## src/rtl/vsel_guard.sv

```systemverilog
module vsel_guard #(
  parameter int FW    = 8,
  parameter int TW    = 8,
  parameter int PW    = 8,
  parameter int VW    = 4,
  parameter int SW    = 2,
  parameter int EW    = 3,
  parameter int LIMIT = 1000,
  parameter logic [(1<<SW)*FW-1:0] FTAB = {8'd200, 8'd100, 8'd50, 8'd10},
  parameter logic [(1<<(EW+SW))*VW-1:0] ROM = 128'h0123_4567_89AB_CDEE_EDCB_A987_6543_2101
) (
  input  logic          clk,
  input  logic          rst_n,
  input  logic [SW-1:0] std_sel,
  input  logic          fb_valid,
  input  logic [PW-1:0] fb_power,
  input  logic [TW-1:0] fb_tmax,
  input  logic [PW-1:0] target_pwr,
  output logic [VW-1:0] vdd_code,
  output logic [FW-1:0] freq_mhz
);
  localparam int AW   = EW + SW;
  localparam int MW   = FW + TW;
  localparam int EMAX = (1 << (EW - 1)) - 1;
  localparam int EMIN = -(1 << (EW - 1));
  localparam logic [VW-1:0] VMAX = {VW{1'b1}};

  logic [SW-1:0] std_q;
  logic [FW-1:0] f_cur, f_next;
  logic [MW-1:0] prod;
  logic signed [PW:0] diff;
  logic [EW-1:0] perr;
  logic [AW-1:0] addr;
  logic [VW-1:0] rom_v;
  logic std_chg, too_slow;

  assign std_chg  = std_sel != std_q;
  assign f_cur    = FTAB[int'(std_q) * FW +: FW];
  assign f_next   = FTAB[int'(std_sel) * FW +: FW];
  assign prod     = {{TW{1'b0}}, f_cur} * {{FW{1'b0}}, fb_tmax};
  assign too_slow = prod >= MW'(LIMIT);
  assign diff     = $signed({1'b0, fb_power}) - $signed({1'b0, target_pwr});
  assign perr     = (diff > EMAX) ? EW'(EMAX) :
                    (diff < EMIN) ? EW'(EMIN) : diff[EW-1:0];
  assign addr     = {perr, std_q};
  assign rom_v    = ROM[int'(addr) * VW +: VW];

  always_ff @(posedge clk or negedge rst_n) begin
    if (!rst_n) begin
      std_q    <= '0;
      freq_mhz <= FTAB[FW-1:0];
      vdd_code <= VMAX;
    end else begin
      std_q    <= std_sel;
      freq_mhz <= f_next;
      if (std_chg)
        vdd_code <= VMAX;
      else if (fb_valid)
        vdd_code <= too_slow ? VMAX : rom_v;
    end
  end
endmodule

```

## config.mk

```make
export PLATFORM = sky130hd
export DESIGN_NAME = vsel_guard
export DESIGN_NICKNAME = d
export VERILOG_FILES = /design/src/rtl/vsel_guard.sv
export SDC_FILE = /design/constraint.sdc
export NUM_CORES = 1
export LEC_CHECK = 0
export BUFFER_PORTS_ARGS = -buffer_cell sky130_fd_sc_hd__buf_2
export CAP_MARGIN = 30
export CORE_ASPECT_RATIO = 0.8
export CORE_MARGIN = 2
export CORE_UTILIZATION = 54
export CTS_CLUSTER_SIZE = 16
export DETAILED_ROUTE_END_ITERATION = 12
export PLACE_DENSITY = 0.81
export SYNTH_ARGS = -nofsm -noshare
export SYNTH_HDL_FRONTEND = slang
export SYNTH_SLANG_ARGS = --single-unit
```

## constraint.sdc

```tcl
create_clock -name clk -period 5.6 [get_ports clk]
set_input_delay 0.56 -clock clk [delete_from_list [all_inputs] [get_ports clk]]
set_output_delay 0.56 -clock clk [all_outputs]
set_load 0.03 [all_outputs]
```

; After elaboration in Yosys (flattened, before gate mapping)
; Cells that the tools add are included.
[word_totals]
register_bits = 14
inputBits = 29
out_inout_bits = 12
word_cells = 18
[op_classes]
add_sub_neg = 1
mul = 1
n_lt_le_gt_ge = 3
n_eq_ne = 1
shifts = 3
mux = 5
reduce_logical = 1
[ops]
columns = cell, count
row1 = $shiftx 128x8->4 const A, 1
row2 = $shiftx 32x6->8 const A, 2
row3 = $ge 16x10->1 const B, 1
row4 = $mul 8x8->16, 1
row5 = $mux 4, 3
row6 = $gt 9x3->1 const B, 1
row7 = $lt 9x3->1 const B, 1
row8 = $sub 8x8->9, 1
row9 = $mux 3, 2
row10 = $ne 2x2->1, 1
row11 = $reduce_bool 2->1, 1

; Depth between registers and ports, before layout
; Gate-level depths: netlist (run 1).
[logic_depth]
depth_word = 8
ltp_mapped = 21
mapped_depth_nobuf = 20

; Worst setup path before layout (run 1)
; Ideal clock, no wire load.
[synth_timing]
kind = flip-flop to flip-flop
startpoint = register, netlist name freq_mhz[6]
endpoint = register vdd_code[1]
setup_time_ns = 0.087
arrival_ns = 5.562
required_time_ns = 5.513
path_slack_ns = -0.049
stages_incl_launch_ff = 22
path_buffers = 2
period_less_slack_ns = 5.649
cell_sequence = dfrtp_1 clkbuf_1 inv_1 ha_1 buf_1 nand2b_1 fa_1 fa_1 inv_1 fa_1 inv_1 fa_1 inv_1 ha_1 a21oi_1 o21ai_0 a211oi_1 nor3_1 o31a_1 o22ai_1 and4_1 a21oi_1
[synth_rtl]
columns = item, line_no
row1 = end signal: assignment, 59  ; vdd_code <= too_slow ? VMAX : rom_v;
row2 = end: declaration, 19  ; output logic [VW-1:0] vdd_code,

==> metrics.md, run 1 <==
| Metric | Value |
|---|---|
| Port bufs | 39 |
| Share of cells above drive strength 1 | 18.3% |
| Kind of end point of the critical path | register |
| Cell taking the most area after synthesis | ha_1 |
| Inserted Diodes | 0 |
| Syn nets | 464 |
| Syn_area_per_cell | 8.57 µm² |
| Worst-path clk slew | 0.06 ns |
| Status | complete, no violations |
| R2r setup slk | 0.30 ns |
| Top FF cell, synth | dfstp_2 |
| Area contributors post-synth | ha_1 21%, fa_1 20%, inv_1 7.4% |
| Post-route ant nets | 0 |
| Worst hold path class | input port to async pin |
| Fmax | 189 MHz |
| Synth Instances | 354 |
| Die width | 87.8 µm |
| Maximum vdd drop | 0.197 mV |
| Clock tree buffer depth | 2 |
| Antenna violations before repair | 0 |
| Drt wl/cell | 14.1 µm |
| Number of cells on the worst reg-to-reg path | 18 |
| FF+latch count, synth | 12 |
| Yosys top cell area share | 20.6% |
| Leakage dissipation | 1.78 nW |
| Critical path start-end classification | register to register |
| Via Count | 2555 |
| Placer Congestion | 0.910 |
| FF-to-FF Start | freq_mhz[6] |
| Register area share after synthesis | 10.1% |
| Async SR Flop Fraction | 100% |
| Hold Fails Final Rpt | 0 |
| Vias in the first global route | 2507 |
| DRT Wirelength | 6.67 mm |
| Final Skew | 0.00412 ns |
| RSZ-0062 raised after global routing | no |
| Area Overhead vs Synth | 11.7% |
| CTS tree | built |
| Core Area | 5440 µm² |
| Multi-input logic area | 2480 µm² |
| Grt total ovfl | 0 |
| Final nets | 505 |
| # DRC | 0 |
| Tmin final | 5.30 ns |
| Tcrit/Tclk final | 94.6% |
| Global-route wire length before repair | 11.6 mm |
| Reg2reg end | vdd_code[1] |
| Ports | 41 |
| Final setup fails | 0 |
| Die ar. | 6240 µm² |
| Gr usage total | 22.8% |
| Iter 0 DRT Violations | 169 |
| CTS Buf Count | 3 |
| Clock Tree Root | clkbuf_8 |
| Detailed Routing Iterations Pass 1 | 5 |
| Register area | 309 µm² |
| Post-DP HPWL | 5.49 mm |
| Top-count cell post-synth | inv_1 |
| CP max FO | 14 |
| Commonest cells post-synth | 60 x inv_1, 50 x ha_1, 31 x fa_1 |
| Final TNS setup | 0 ns |
| Die height | 71.0 µm |
| Fin area | 3390 µm² |
| Worst endpoint required time | 5.75 ns |
| Max Transition Viols Final | 0 |
| Initial core utilization | 55.8% |
| Row cnt | 24 |
| Clk_lat worst skew | 0.24 ns |
| Fill cells | 434 |
| Largest net degree at the start of global routing | 15 |
| Post-synth EDFFs | 0 |
| Ys Warns | 0 |
| Power Density | 227 nW/µm² |
| Synth cell types | 56 |
| Placed Area | 3320 µm² |
| Crit path DAT | 5.45 ns |
| Critical path startpoint | freq_mhz[6] |
| CTS sink cnt | 12 |
| Cell Area, Synth | 3030 µm² |
| # H-tree levels | 1 |
| Via/cell ratio | 5.41 |
| Worst setup SP type | register |
| # Max-Cap Violations | 0 |
==> layer usage <==
metal	up-vias	share of wire, %	track usage (%)
met5	-	0	0
li1	1265	-	-
met1	1199	46	34.4
met3	8	5.8	3.15
met2	83	47	36.3
met4	0	0.66	2.22
==> logic make-up (layout without fill, tap and decap cells) <==
kind of cell	Yosys count	after routing	synth area share, %
muxes	4	4	1.36
and+or+nand+nor	116	116	22.0
adders and majority gates	81	81	41.1
DFF	12	12	10.1
xor gates and xnor gates	8	8	2.31
buffers and inverters	66	106	8.66
AOI/OAI and AO/OA	66	66	14.3
other	1	1	0.124
==> cell usage in the layout, fill, tap and decap left out, types with 6 or more instances in the layout <==
cell type and count:
ha_1 49, nand2_1 23, nor2b_1 13, a21o_1 7, fa_1 31, and2_1 29
dfstp_2 6, buf_2 39, a21oi_1 16, o21ai_0 13, inv_1 60, nor2_1 16
==> worst max-delay path, stage by stage (launching register included) <==
cell       delay (ns)
dfrtp_1          0.40
inv_1            0.11
ha_1             0.36
buf_4            0.21
nor2b_1          0.16
fa_1             0.48
fa_1             0.53
fa_1             0.57
inv_1            0.06
fa_1             0.54
inv_1            0.04
ha_1             0.28
a21oi_1          0.16
nor2_1           0.06
a2111oi_0        0.43
nand4_1          0.16
and4b_2          0.31
and4_4           0.26
a21oi_1          0.08
==> state kept, by name, summed over array words and instances (netlist names) <==
name      count
freq_mhz      7
vdd_code      4
std_q         1
==> worst max path at each step <==
stage | end | slack (ns) | cells after the start
2_1_floorplan | vdd_code[1] | 0.02 | 21
3_3_place_gp | vdd_code[1] | 0.38 | 18
3_5_place_dp | vdd_code[1] | 0.15 | 18
4_1_cts | vdd_code[1] | 0.10 | 18
5_1_grt | vdd_code[1] | 0.01 | 19
6_report | vdd_code[1] | 0.30 | 18
==> power breakdown <==
group          internal, mW  switching (mW)
sequential           0.0923         0.00205
clock                0.0621          0.0325
combinational         0.236           0.344
total                 0.390           0.379
==> timing repair <==
item	in CTS	in global routing
hold endpoints to repair	0	0
gates resized for setup	0	7
setup buffers	0	0
hold buffers	0	0
endpoints found under the setup margin	0	4
==> per-stage QoR <==
step / util [%] / total power [mW] / std cells / hold slack [ns] / worst slack (ns)
6_report: 62.3 / 0.769 / 472 / 0.186 / 0.300
5_1_grt: 62.3 / 0.858 / 472 / 0.197 / 0.0111
4_1_cts: 62.0 / 0.753 / 472 / 0.192 / 0.100
3_5_place_dp: 61.0 / 0.652 / 468 / 0.449 / 0.149
3_3_place_gp: 61.0 / 0.637 / 468 / 0.442 / 0.379
2_1_floorplan: - / 0.534 / 354 / 0.264 / 0.0234
==> cell type report <==
type / count / share of cell area, %
Clock buffer: 4 / 1.62
Inverter: 60 / 6.65
Multi-Input combinational cell: 276 / 73.3
Tap cell: 78 / 2.88
Sequential cell: 12 / 9.12
Timing Repair Buffer: 42 / 6.43
Note: power is estimated with default switching activity, not from simulation.
==> run 2: changes to the inputs <==
PLACE_DENSITY = default   (was 0.81)
PLACE_DENSITY_LB_ADDON = 0.1   (was default)
==> metrics.md, run 2 (synthesis results as in run 1) <==
| Metric | Value |
|---|---|
| Status | complete, no violations |
| Critical path start-end classification | register to register |
| Area Overhead vs Synth | 12.3% |
| Placer Congestion | 0.825 (-9.4%) |
| Final Skew | 0.00201 ns (-0.00212 ns) |
| Clk_lat worst skew | 0.24 ns (about the same) |
| Kind of end point of the critical path | register |
| Commonest non-fill, non-tap cell in the layout | inv_1 |
| Gr usage total | 22.0% (-0.79 points) |
| Port bufs | 39 (unchanged) |
| Clock tree buffer depth | 2 (unchanged) |
| Post-CTS Hold Fix Bufs | 0 (unchanged) |
| Clock Tree Root | clkbuf_8 |
| Tcrit/Tclk final | 95.1% (+0.50 points) |
| Max reg flops | 7 (unchanged) |
| Die height | 71.0 µm (unchanged) |
| Die width | 87.8 µm (unchanged) |
| Max Transition Viols Final | 0 (unchanged) |
| Global Route met1 Usage | 33.8% (-0.55 points) |
| Row cnt | 24 (unchanged) |
| Worst hold path class | input port to async pin |
| Drt wl/cell | 13.1 µm (-7.2%) |
| # DRC | 0 (unchanged) |
| Sw frac | 48.3% (-0.96 points) |
| Number of cells on the worst reg-to-reg path | 18 (unchanged) |
| Largest net degree at the start of global routing | 13 (-2) |
| Maximum vdd drop | 0.223 mV (+13%) |
| Worst setup path endpoint | vdd_code[1] |
| # Max-Cap Violations | 0 (unchanged) |
| Inserted Diodes | 0 (unchanged) |
| Met2 Resource Use GR | 34.5% (-1.8 points) |
| Reg2reg end | vdd_code[1] |
| CTS sink cnt | 12 (unchanged) |
| P_int | 0.392 mW (+0.64%) |
| GR Util met3 | 1.87% (-1.3 points) |
| Crit path DAT | 5.48 ns (+0.03 ns) |
| Largest Register | freq_mhz |
| Via Count | 2548 (-0.27%) |
| Commonest non-fill, non-tap cells in the layout | 60 x inv_1, 50 x ha_1, 39 x buf_2 |
| Via/cell ratio | 5.35 (-1.1%) |
| CTS tree | built |
| DRT Wirelength | 6.24 mm (-6.4%) |
| Slew @ Worst Pin | 0.496 ns |
| Core Area | 5440 µm² (unchanged) |
| Final core utilization | 62.7% (+0.37 points) |
| Share of power burned in combinational logic | 75.2% (-0.2 points) |
| Die ar. | 6240 µm² (unchanged) |
| Post-DP HPWL | 5.24 mm (-4.6%) |
| Power Density | 223 nW/µm² (-1.8%) |
| Detailed Routing Iterations Pass 1 | 4 (-1) |
| Tmin final | 5.33 ns (+0.0280 ns) |
| Worst-path clk slew | 0.05 ns (about the same) |
| Clock share of power | 12.3% (about the same) |
| CP max FO | 9 (-5) |
| Hold Fails Final Rpt | 0 (unchanged) |
| Grt total ovfl | 0 (unchanged) |
| Leakage dissipation | 1.80 nW (+1.1%) |
| Global-route wire length before repair | 11.2 mm (-3.0%) |
| RSZ-0062 raised after global routing | no |
| GRT busiest layer | met2 |
| Max-slew headroom | 66.7% |
| Sequential Power Share | 12.5% (+0.2 points) |
| Critical path startpoint | std_q[0] |
| R2r setup slk | 0.27 ns (-0.03 ns) |
| Final setup fails | 0 (unchanged) |
| Initial core utilization | 55.8% (unchanged) |
| Iter 0 DRT Violations | 95 (-44%) |
| Worst endpoint required time | 5.75 ns (about the same) |
| Post-route ant nets | 0 (unchanged) |
| Ports | 41 (unchanged) |
| CTS Buf Count | 3 (unchanged) |
| Final TNS setup | 0 ns (unchanged) |
| Vias in the first global route | 2475 (-1.3%) |
| Final nets | 509 (+0.79%) |
| Antenna violations before repair | 0 (unchanged) |
| Fmax | 188 MHz (-0.53%) |
| Share of cells above drive strength 1 | 18.6% (+0.32 points) |
| # H-tree levels | 1 (unchanged) |
| Worst setup SP type | register |
| Regs by FF count | freq_mhz (7), vdd_code (4), std_q (1) |
| FF-to-FF Start | std_q[0] |
| Sw power | 0.367 mW (-3.1%) |
==> run 2: cell types whose count changed in the layout (fill, tap and decap cells not counted) <==
cell	delta
a311oi_1	+1
a311oi_2	-1
and4_2	+1
and4_4	-1
buf_4	+4
ha_1	+1
ha_2	-1
==> run 2: area by class of cell <==
type / count / area, µm²
Inverter: 60 / 225
Fill cell: 483 / 2030
Sequential cell: 12 / 309
Tap cell: 78 / 97.6
Timing Repair Buffer: 46 / 248
Multi-Input combinational cell: 276 / 2470
Clock buffer: 4 / 55.1
==> run 2: power by group through the flow <==
| stage | Clock [mW] | Combinational, mW | Sequential (mW) |
|---|---|---|---|
| after floorplan | 0 | 0.431 | 0.103 |
| after global placement | 0 | 0.551 | 0.0957 |
| after detailed placement | 0 | 0.562 | 0.0959 |
| after CTS | 0.0953 | 0.565 | 0.0947 |
| after global routing | 0.103 | 0.659 | 0.0951 |
| final | 0.0934 | 0.571 | 0.0947 |
==> run 2: metrics by stage <==
stage	total power [mW]	hold slack [ns]	instances	setup slack (ns)	instance area, µm²
floorplan	0.534	0.264	354	0.0234	3040
global placement	0.646	0.441	470	0.293	3330
detailed placement	0.657	0.452	470	0.184	3330
CTS	0.755	0.195	474	0.179	3390
global route	0.857	0.200	476	0.00900	3410
finish	0.759	0.190	476	0.272	3410
==> run 2: layer usage <==
| layer | routed length [µm] | up-vias |
|---|---|---|
| li1 | - | 1269 |
| met1 | 3120 | 1209 |
| met2 | 2800 | 64 |
| met3 | 236 | 6 |
| met4 | 85 | 0 |
| met5 | 0 | - |
==> run 2: timing repair <==
| item | CTS | global route |
|---|---|---|
| setup endpoints to repair | 0 | 4 |
| buffers inserted | 0 | 2 |
| hold endpoints to repair | 0 | 0 |
| gates resized for setup | 0 | 4 |
==> run 2: worst min path at each step <==
stage	from	end	slack, ns
5_1_grt	rst_n	freq_mhz[7]	0.20
4_1_cts	rst_n	freq_mhz[5]	0.20
3_5_place_dp	rst_n	freq_mhz[5]	0.45
3_3_place_gp	rst_n	freq_mhz[2]	0.44
2_1_floorplan	rst_n	freq_mhz[2]	0.26
6_report	rst_n	freq_mhz[5]	0.19
==> run 2: worst max-delay path, stage by stage, from the launching register on <==
cell	delay, ns
dfrtp_1	0.43
inv_1	0.11
ha_1	0.31
and2_1	0.22
fa_1	0.44
fa_1	0.54
inv_1	0.05
fa_1	0.46
fa_1	0.54
inv_1	0.04
ha_1	0.30
a21o_1	0.19
a311oi_1	0.46
o21ai_1	0.17
a21o_1	0.18
o31a_1	0.29
o22ai_1	0.14
and4_2	0.29
a21oi_1	0.08
